### src/rtl/i2cm_core.sv
module i2cm_core (
  input  logic       clk,
  input  logic       rst_n,
  input  logic [2:0] reg_addr,
  input  logic [7:0] reg_wdata,
  output logic [7:0] reg_rdata,
  input  logic       reg_wr,
  input  logic       reg_sel,
  output logic       reg_ack,
  output logic       irq,
  input  logic       scl_i,
  output logic       scl_o,
  output logic       scl_oe_n,
  input  logic       sda_i,
  output logic       sda_o,
  output logic       sda_oe_n
);
  localparam int PW = 16;
  localparam logic [2:0] PH_LAST = 3'd4;
  localparam logic [2:0] PH_SMP  = 3'd3;

  typedef enum logic [2:0] {S_IDLE, S_START, S_BITS, S_ACK, S_STOP} st_t;

  logic [PW-1:0] pre, cnt;
  logic          en, ien;
  logic [7:0]    txr, rxr, sr;
  logic          rxack, al, tip, ifl, busy;
  logic          c_sto, c_wr, c_rd, c_nack;
  st_t           st;
  logic [2:0]    ph, bitn;
  logic          rxbit;
  logic          scl_q, sda_q, scl_n, sda_n;
  logic          scl_m, scl_s, sda_m, sda_s, sda_p;

  wire acc  = reg_sel & ~reg_ack;
  wire wen  = acc & reg_wr;
  wire tick = (cnt == '0);
  wire smp  = tick && (ph == PH_SMP);
  wire last = tick && (ph == PH_LAST);
  wire go   = wen && (reg_addr == 3'd4) && en && !tip && (|reg_wdata[7:4]);

  assign scl_o    = 1'b0;
  assign sda_o    = 1'b0;
  assign scl_oe_n = scl_q;
  assign sda_oe_n = sda_q;
  assign irq      = ien & ifl;

  always_comb begin
    scl_n = scl_q;
    sda_n = sda_q;
    case (st)
      S_START: begin scl_n = (ph != 3'd0) && (ph != 3'd4); sda_n = (ph < 3'd3); end
      S_BITS:  begin scl_n = (ph == 3'd2) || (ph == 3'd3); sda_n = c_rd ? 1'b1 : sr[7]; end
      S_ACK:   begin scl_n = (ph == 3'd2) || (ph == 3'd3); sda_n = c_rd ? c_nack : 1'b1; end
      S_STOP:  begin scl_n = (ph != 3'd0); sda_n = (ph >= 3'd3); end
      default: ;
    endcase
  end

  always_ff @(posedge clk or negedge rst_n) begin
    if (!rst_n) begin
      pre <= '0; cnt <= '0; en <= 1'b0; ien <= 1'b0;
      txr <= '0; rxr <= '0; sr <= '0;
      rxack <= 1'b0; al <= 1'b0; tip <= 1'b0; ifl <= 1'b0; busy <= 1'b0;
      c_sto <= 1'b0; c_wr <= 1'b0; c_rd <= 1'b0; c_nack <= 1'b0;
      st <= S_IDLE; ph <= '0; bitn <= '0; rxbit <= 1'b0;
      scl_q <= 1'b1; sda_q <= 1'b1;
      scl_m <= 1'b1; scl_s <= 1'b1; sda_m <= 1'b1; sda_s <= 1'b1; sda_p <= 1'b1;
      reg_ack <= 1'b0; reg_rdata <= '0;
    end else begin
      scl_m <= scl_i; scl_s <= scl_m;
      sda_m <= sda_i; sda_s <= sda_m; sda_p <= sda_s;
      if (scl_s && sda_p && !sda_s) busy <= 1'b1;
      else if (scl_s && !sda_p && sda_s) busy <= 1'b0;

      reg_ack <= acc;
      if (acc) begin
        case (reg_addr)
          3'd0:    reg_rdata <= pre[7:0];
          3'd1:    reg_rdata <= pre[15:8];
          3'd2:    reg_rdata <= {en, ien, 6'b0};
          3'd3:    reg_rdata <= rxr;
          3'd4:    reg_rdata <= {rxack, busy, al, 3'b0, tip, ifl};
          default: reg_rdata <= '0;
        endcase
      end
      if (wen) begin
        case (reg_addr)
          3'd0: pre[7:0]  <= reg_wdata;
          3'd1: pre[15:8] <= reg_wdata;
          3'd2: begin en <= reg_wdata[7]; ien <= reg_wdata[6]; end
          3'd3: txr <= reg_wdata;
          3'd4: if (reg_wdata[0]) ifl <= 1'b0;
          default: ;
        endcase
      end

      if (!en) begin
        st <= S_IDLE; tip <= 1'b0;
        scl_q <= 1'b1; sda_q <= 1'b1;
      end else begin
        scl_q <= scl_n;
        sda_q <= sda_n;
        if (go) begin
          c_sto  <= reg_wdata[6];
          c_wr   <= reg_wdata[4];
          c_rd   <= reg_wdata[5] & ~reg_wdata[4];
          c_nack <= reg_wdata[3];
          tip <= 1'b1; al <= 1'b0;
          sr <= txr; cnt <= pre; ph <= '0; bitn <= '0;
          if (reg_wdata[7])                      st <= S_START;
          else if (reg_wdata[4] | reg_wdata[5])  st <= S_BITS;
          else                                   st <= S_STOP;
        end else if (st != S_IDLE) begin
          if (tick) begin
            cnt <= pre;
            ph  <= (ph == PH_LAST) ? 3'd0 : ph + 3'd1;
          end else begin
            cnt <= cnt - 1'b1;
          end
          if (smp) begin
            rxbit <= sda_s;
            if (st == S_ACK && !c_rd) rxack <= sda_s;
            if (st == S_BITS && !c_rd && sr[7] && !sda_s) begin
              al <= 1'b1; tip <= 1'b0; ifl <= 1'b1; st <= S_IDLE;
              scl_q <= 1'b1; sda_q <= 1'b1;
            end
          end
          if (last) begin
            case (st)
              S_START: begin
                if (c_wr | c_rd) begin st <= S_BITS; bitn <= '0; end
                else if (c_sto) st <= S_STOP;
                else begin st <= S_IDLE; tip <= 1'b0; ifl <= 1'b1; end
              end
              S_BITS: begin
                sr <= {sr[6:0], rxbit};
                if (bitn == 3'd7) begin
                  st <= S_ACK;
                  if (c_rd) rxr <= {sr[6:0], rxbit};
                end else begin
                  bitn <= bitn + 3'd1;
                end
              end
              S_ACK: begin
                if (c_sto) st <= S_STOP;
                else begin st <= S_IDLE; tip <= 1'b0; ifl <= 1'b1; end
              end
              S_STOP: begin st <= S_IDLE; tip <= 1'b0; ifl <= 1'b1; end
              default: ;
            endcase
          end
        end
      end
    end
  end
endmodule

### config.mk
export PLATFORM = sky130hd
export DESIGN_NAME = i2cm_core
export DESIGN_NICKNAME = d
export VERILOG_FILES = /design/src/rtl/i2cm_core.sv
export SDC_FILE = /design/constraint.sdc
export NUM_CORES = 1
export LEC_CHECK = 0
export ABC_AREA = 1
export BUFFER_PORTS_ARGS = -buffer_cell sky130_fd_sc_hd__buf_2
export CORE_UTILIZATION = 50
export DETAILED_ROUTE_END_ITERATION = 10
export HOLD_SLACK_MARGIN = 0.05
export PLACE_DENSITY = 0.68
export SYNTH_ARGS = -nofsm -noshare
export SYNTH_HDL_FRONTEND = slang
export SYNTH_SLANG_ARGS = --single-unit
### constraint.sdc
create_clock -name clk -period 1.9 [get_ports clk]
set_input_delay 0.095 -clock clk [delete_from_list [all_inputs] [get_ports clk]]
set_output_delay 0.095 -clock clk [all_outputs]
set_load 0.02 [all_outputs]
Yosys cells after proc, flatten, opt, wreduce, memory -nomap -nowiden

Cells that the tools add are included.

Input bits: 17
Output and inout port bits: 14
Logic and storage cells: 178
Bits in registers: 93

Multiplexer cells: 71
Bitwise gates (word level): 9
$lt $le $gt $ge: 2
Equality and inequality tests: 16
Add/subtract/negate cells: 3
Reductions and logical operators: 47

Operator list:

| cell                    | count |
|---|---|
| $mux W3                 | 20 |
| $mux W16                | 3 |
| $pmux W8 S5             | 1 |
| $mux W1                 | 37 |
| $mux W8                 | 4 |
| $eq A3 B2 Y1 const B    | 6 |
| $logic_not A16 Y1       | 1 |
| $sub A16 B1 Y16 const B | 1 |
| $logic_and A1 B1 Y1     | 15 |
| $reduce_bool A2 Y1      | 7 |
| $eq A3 B3 Y1 const B    | 4 |
| $pmux W3 S4             | 1 |
| $reduce_and A2 Y1       | 6 |
| $reduce_and A4 Y1       | 3 |
| $ne A3 B3 Y1 const B    | 3 |
| $pmux W1 S3             | 3 |
| $reduce_bool A3 Y1      | 3 |
| $reduce_and A7 Y1       | 1 |
| $add A3 B1 Y3 const B   | 2 |
| $eq A3 B1 Y1 const B    | 2 |
| $pmux W3 S2             | 1 |
| $reduce_and A6 Y1       | 1 |
| $reduce_and A5 Y1       | 1 |
| $and A1 B1 Y1           | 4 |
| 12 further kinds        | 18 |

Depth between registers and ports, before layout

Gate-level depths: netlist of run 1.

Depth in word-level cells: 13
Depth in mapped cells: 12
Depth with buffers taken out: 12

Worst setup path after synthesis of run 1

No wires, ideal clock.

Path kind: register -> register
From: reg cnt[0]
To: reg rxr[5]
Setup time: 0.117 ns
Period minus slack after synthesis: 1.718 ns
Cell stages (with the launch flop): 11
Data arrival time: 1.601 ns
Path buffers: 1
Required time: 1.783 ns
Path slack: 0.182 ns
Cells stage by stage: dfrtp_1 > inv_1 > ha_1 > nand3_1 > nor2_2 > nand2_2 > nor2_1 > nand4_2 > buf_6 > nand2_2 > o21ai_2

Word-level cells in the longest chain between the ends: 3

Ends and longest elaborated chain:

| item                               | RTL line | RTL |
|---|---|---|
| start: declaration                 | 24       | `logic [PW-1:0] pre, cnt;` |
| start signal: assignment           | 116      | `cnt <= pre;` |
| start signal: assignment           | 119      | `cnt <= cnt - 1'b1;` |
| $logic_not A16 Y1                  | 37       | `wire tick = (cnt == '0);` |
| $logic_and A1 B1 Y1                | 39       | `wire last = tick && (ph == PH_LAST);` |
| $reduce_and A7 Y1 (no source line) | --       |  |
| end signal: assignment             | 140      | `if (c_rd) rxr <= {sr[6:0], rxbit};` |
| end: declaration                   | 26       | `logic [7:0] txr, rxr, sr;` |

No other way between the ends.
A chain may end at the register's enable or synchronous reset.

Worst setup path in the final report of run 1

From: reg cnt[1]
To: reg rxr[3]

Same word-level chain as after synthesis.

==> flow_metrics.py, run 1 <==
metrics = {
    "run_status": {
        "outcome": "finished clean",
    },
    "cells_and_area": {
        "utilization_pct": 60.19,
        "fin_nets": 700,
        "multi_input_area_um2": 2311,
        "final_layout_size_suffix_gt1_share_pct": 18.56,
        "seq_area_um2": 2336,
        "final.fill_count": 868,
        "n_antenna_cell": 0,
        "syn_to_final_growth_pct": 14.37,
        "stdcell_count": 808,
    },
    "clocking": {
        "cts_tree": "done",
        "cts_root_buf": "clkbuf_8",
        "cts_sinks": 93,
        "clk_path_buf_depth": 2,
        "cts.htree.levels": 3,
        "clk_pin_slew_ns": 0.11,
        "cts_made_buffers": 9,
        "worstSkewPairLatency_ns": 0.37,
    },
    "setup_path": {
        "critPathCaptureType": "flop",
        "crit_chain": "inv_1, ha_2, nand3_1, nor2_2, nand2_2, nor2_1, nand4_2, buf_12, nand2_1, o21ai_2",
        "critPathKind": "flop to flop",
        "critPathMaxStageDelay_ns": 0.39,
        "critPathLaunchType": "flop",
        "cp.arrival_ns": 2.05,
        "cp.required_ns": 2.16,
        "crit_slowest_cell": "dfrtp_1",
        "path_max_fanout": 16,
    },
    "power_and_ir_drop": {
        "ir_drop_v": 0.0005918,
        "combinationalPowerShare_pct": 28.1,
        "p_leak_uw": 0.002845,
        "p_clk_share_pct": 23.4,
        "internal-power_uw": 3446,
        "cellPowerDensity_nw_per_um2": 980.0,
        "power_switching_share_pct": 37.94,
        "power_frac_seq_pct": 48.4,
        "p_total_uw": 5553,
        "p_switching_uw": 2107,
    },
    "timing": {
        "finalCritPeriodShare_pct": 94.45,
        "relSlewSlack_pct": 66.25,
        "min_period_ns": 1.795,
        "rsz0062_at_grt": "yes",
        "timing.final.hold_violations": 0,
        "drv_slew": 0,
        "finalSetupViolCount": 0,
        "holdWs_ns": 0.09542,
        "setup_ws_ns": 0.1055,
        "max_freq_ghz": 0.5573,
        "finClkSkew_ns": 0.01210,
        "tightest_slew_ns": 0.5051,
    },
    "logic_synthesis": {
        "ys_seq_elements": 93,
        "synth_area_per_cell_um2": 8.030,
        "synth_cells": 617,
        "ys_types": 42,
        "netlist_area_um2": 4955,
        "synth_warnings": 0,
        "async_flop_share_pct": 100.0,
        "synth_edf_count": 0,
        "yosys_most_used_dff": "dfrtp_1",
        "seq_area_frac_synth_pct": 47.15,
    },
    "floorplan": {
        "fp.dieH_um": 101.5,
        "io_pins": 31,
        "die_area_um2": 10310,
        "initial_core_util_pct": 52.62,
        "die_w_um": 101.5,
        "core_um2": 9415,
        "row_count": 35,
    },
    "route": {
        "viasPerCell": 5.330,
        "final_antenna_net_count": 0,
        "post-route-drc-count": 0,
        "dr.pass1.iters": 4,
        "vias": 4307,
        "drtIter0Drc": 240,
        "wirelength_um": 12580,
        "routedWlPerCell_um": 15.57,
    },
    "global_routing": {
        "overflow": 0,
        "grt_antenna_before_repair": 0,
        "grt_max_degree": 42,
        "grt_pass1_vias": 4229,
        "grt_first_pass_wirelength_um": 21050,
        "grt_usage_pct": 27.18,
    },
    "placement": {
        "gp_congestion": 0.9465,
        "place_inst": 783,
        "dp_hpwl_um": 9533,
        "io_buffers": 28,
        "dpl_worst_slack_ns": 0.1082,
    },
    "min_path": {
        "hp-class": "primary input to flop",
    },
    "run": {
        "max_cap_violations": 0,
    },
}
power groups by stage:
| stage | combinational, uW | clock (uW) | sequential, uW |
|---|---|---|---|
| after floorplan | 1040 | 0 | 2620 |
| after global placement | 1480 | 0 | 2710 |
| after detailed placement | 1510 | 0 | 2720 |
| final | 1560 | 1300 | 2690 |
| after global routing | 1790 | 1410 | 2740 |
| after CTS | 1530 | 1330 | 2680 |
metal layers:
metal	track usage (%)	up-vias	part of all wire, %
met2	45.11	134	48
met1	36.67	2036	45
met5	0	-	0
met4	8.584	0	2.2
met3	4.210	16	5.2
li1	-	2121	-
cells in the mapped netlist, types with 5 or more instances:
cell type	n	area [um^2]
a21oi_1	13	65.06
clkbuf_1	5	18.77
dfrtp_1	86	2152
dfstp_2	7	183.9
ha_1	9	112.6
inv_1	56	210.2
nand2_1	184	690.7
nand2_2	6	37.54
nand3_1	36	180.2
nand4_1	6	37.54
nor2_1	51	191.4
nor2_2	5	31.28
nor3_1	7	35.03
o21ai_0	66	330.3
o21ai_1	6	30.03
o21ai_2	13	113.9
xor2_1	9	78.83
path summary, 6_finish.rpt:
| kind | startpoint | endpoint | slack (ns) | cells after the start |
|---|---|---|---|---|
| max | cnt[1] | rxr[3] | 0.11 | 10 |
| min | reg_wdata[0] | txr[0] | 0.1 | 3 |
| max reg2reg | cnt[1] | rxr[3] | 0.11 | 10 |
| min reg2reg | scl_m | scl_s | 0.36 | 0 |
| max in group asynchronous | rst_n | pre[13] | 1.04 | 3 |
| min in group asynchronous | rst_n | cnt[6] | 0.19 | 2 |
critical path, delay by kind of cell, from the launching register on:
family | cells | cell delay [ns]
AO/OA/AOI/OAI | 1 | 0.06
adder cells (fa/ha/maj) | 1 | 0.20
buffers and inverters | 2 | 0.28
flip-flops | 1 | 0.39
AND/OR/NAND/NOR | 6 | 0.77
layout make-up:
cell class | count | area share (%)
clock buffer | 9 | 2.186
clock inverter | 7 | 1.192
multi-input combinational | 448 | 40.78
tap | 129 | 2.848
sequential | 93 | 41.22
inverter | 62 | 4.151
timing repair buffer | 60 | 7.618
per-stage QoR:
stage	setup TNS, ns	instance area (um^2)
floorplan	0	4959
global placement	0	5356
detailed placement	0	5356
CTS	0	5628
global route	-0.02041	5667
finish	0	5667
state kept, by name, indices dropped and copies added (netlist names), 3 cells and up:
| name | flops |
|---|---|
| ph | 3 |
| reg_rdata | 8 |
| pre | 16 |
| txr | 8 |
| st | 3 |
| bitn | 3 |
| sr | 8 |
| rxr | 8 |
| cnt | 16 |
repair_timing:
item                                    4_1_cts  5_1_grt
setup buffers                                 0        1
endpoints found under the setup margin        0       26
hold buffers                                  8        0
hold endpoints to repair                     61        0
gates resized for setup                       0       11
logic make-up (layout without fill, tap and decap cells):
kind of cell | after synthesis | in the layout | share of synthesized area, %
AND/OR/NAND/NOR | 309 | 309 | 27.68
AO/OA/AOI/OAI | 117 | 117 | 14.04
flip-flops | 93 | 93 | 47.15
buffers and inverters | 77 | 138 | 6.843
XOR/XNOR | 11 | 11 | 1.945
adder cells (fa/ha/maj) | 9 | 9 | 2.273
other | 1 | 2 | 0.07568
placed cells by master, fill, tap and decap left out, types with 4 or more instances in the layout:
cell type / netlist / final
xor2_1: 9 / 9
o22ai_1: 4 / 4
inv_2: 4 / 5
nor2_2: 5 / 7
dfrtp_1: 86 / 86
ha_1: 9 / 8
nand3_1: 36 / 36
buf_2: 2 / 27
o21ai_1: 6 / 6
a21oi_1: 13 / 12
nand4_1: 6 / 6
inv_1: 56 / 55
buf_4: 4 / 22
dfstp_2: 7 / 7
nor3_1: 7 / 6
nand2_4: 4 / 5
nand2_2: 6 / 6
nor2_1: 51 / 49
o21ai_0: 66 / 65
o21ai_2: 13 / 14
o211ai_1: 4 / 4
clkbuf_8: 0 / 9
nand2_1: 184 / 183
dlygate4sd3_1: 0 / 8
No activity file was read; power rests on OpenSTA's default activity.
==> inputs of run 2 (changes only) <==
GPL_ROUTABILITY_DRIVEN = 0   (was default)
clock period = 2.15 ns   (was 1.9 ns; I/O delays follow)
==> run 2 against run 1 <==
Net effect: setup slack gained 0.081 ns; final area shrank 3.0%; critical path type unchanged; global-route usage shrank 0.65 points; sequential share of layout area grew 1.3 points; critical endpoint is now rxr[7]; hold slack lost 0.029 ns; via count shrank 0.21%; clock power shrank 8%.
==> flow_metrics.py, run 2 (synthesis gave the netlist of run 1 again) <==
metrics = {
    "run_status": {
        "outcome": "finished clean",
    },
    "floorplan": {
        "row_count": 35,
        "io_pins": 31,
        "die_area_um2": 10310,
        "fp.dieH_um": 101.5,
        "initial_core_util_pct": 52.62,
        "die_w_um": 101.5,
        "core_um2": 9415,
    },
    "global_routing": {
        "grt_pass1_vias": 4139,
        "overflow": 0,
        "grt_max_degree": 43,
        "grt_first_pass_wirelength_um": 20620,
        "grt_antenna_before_repair": 0,
        "grt_usage_pct": 26.53,
    },
    "clocking": {
        "cts_tree": "done",
        "cts_sinks": 93,
        "cts_made_buffers": 9,
        "clk_path_buf_depth": 2,
        "cts.htree.levels": 3,
        "cts_hold_buf": 6,
        "cts_root_buf": "clkbuf_8",
        "postCtsResizedCells": 0,
        "postCtsSetupBuffers": 0,
        "clk_pin_slew_ns": 0.10,
        "worstSkewPairLatency_ns": 0.36,
    },
    "timing": {
        "finalSetupViolCount": 0,
        "finalCritPeriodShare_pct": 91.31,
        "max_freq_ghz": 0.5094,
        "holdWs_ns": 0.06644,
        "rsz0062_at_grt": "no",
        "drv_slew": 0,
        "tns_ns": 0,
        "min_period_ns": 1.963,
        "tightest_slew_ns": 0.5201,
        "relSlewSlack_pct": 65.24,
        "finClkSkew_ns": 0.009415,
        "timing.final.hold_violations": 0,
    },
    "setup_path": {
        "worstRegToRegCells": 10,
        "cp.arrival_ns": 2.21,
        "critPathCaptureType": "flop",
        "path_max_fanout": 16,
        "critPathKind": "flop to flop",
        "cp.required_ns": 2.40,
        "r2r-end": "rxr[7]",
        "r2r-start": "cnt[0]",
        "r2r_slack_ns": 0.19,
        "critPathLaunchType": "flop",
    },
    "route": {
        "wirelength_um": 12440,
        "dr.pass1.iters": 5,
        "final_antenna_net_count": 0,
        "routedWlPerCell_um": 15.73,
        "vias": 4298,
        "post-route-drc-count": 0,
        "drtIter0Drc": 265,
        "viasPerCell": 5.434,
    },
    "cells_and_area": {
        "final.fill_count": 885,
        "reg_top3": "cnt: 16 flops, pre: 16 flops",
        "fin_nets": 683,
        "syn_to_final_growth_pct": 10.93,
        "final_common_cell": "nand2_1",
        "most-common-layout-cells": "nand2_1 (184), dfrtp_1 (86), o21ai_0 (66)",
        "final_layout_size_suffix_gt1_share_pct": 15.41,
        "stdcell_count": 791,
        "stdcell_area_um2": 5497,
        "n_antenna_cell": 0,
    },
    "min_path": {
        "hold_path_depth": 3,
        "min_to": "pre[10]",
        "worst_hold_startpoint": "reg_wdata[2]",
        "hp-class": "primary input to flop",
    },
    "placement": {
        "dp_hpwl_um": 9250,
        "place_inst": 769,
        "dpl_cell_area_um2": 5239,
        "io_buffers": 28,
    },
    "power_and_ir_drop": {
        "p_leak_uw": 0.002742,
        "ir_drop_v": 0.0005302,
        "cellPowerDensity_nw_per_um2": 883.7,
    },
    "run": {
        "max_cap_violations": 0,
    },
}
run 2: area by class of cell:
| class | instances | area [um^2] | share of cell area [%] |
|---|---|---|---|
| flip-flops and latches | 93 | 2336 | 42.50 |
| multi-input cells | 448 | 2283 | 41.54 |
| repair buffers | 43 | 282.8 | 5.145 |
| inverters | 62 | 235.2 | 4.280 |
| well taps | 129 | 161.4 | 2.936 |
| clock buffers | 10 | 127.6 | 2.322 |
| clock inverters | 6 | 70.07 | 1.275 |
run 2: stage by stage:
stage / power (uW) / utilization [%] / worst slack [ns]
after detailed placement: 3650 / 55.64 / 0.2352
after global placement: 3604 / 55.64 / 0.2626
after global routing: 5153 / 58.38 / 0.05744
final: 4857 / 58.38 / 0.1868
after floorplan: 3233 / - / 0.4318
after CTS: 4865 / 58.38 / 0.2116
run 2: layer usage:
metal | track usage [%] | vias up | wire length (um)
met5 | 0 | - | 0
met4 | 7.804 | 0 | 213
met3 | 4.486 | 20 | 765
met2 | 44.54 | 166 | 6067
met1 | 35.38 | 2030 | 5396
li1 | - | 2082 | -
run 2: worst max-delay path, cell delays in order (launching register included):
cell and delay, ns:
dfrtp_1 0.40, inv_1 0.12, ha_1 0.20, nand3_1 0.11, nor2_2 0.19, nand2_2 0.11, nor2_1 0.22, nand4_2 0.11
buf_4 0.23, nand2_1 0.10, o21ai_2 0.05
run 2: worst max path at each step:
stage                start  slack, ns      to
detailed placement  cnt[0]       0.24  rxr[7]
floorplan           cnt[0]       0.43  rxr[5]
finish              cnt[0]       0.19  rxr[7]
global route        cnt[0]       0.06  rxr[7]
CTS                 cnt[0]       0.21  rxr[7]
global placement    cnt[0]       0.26  rxr[0]
run 2: power by group:
group | leakage, uW | switching [uW] | internal, uW
combinational | 0.00145 | 825 | 451
sequential | 0.00120 | 325 | 2050
clock | 0.0000948 | 652 | 549
total | 0.00274 | 1800 | 3060
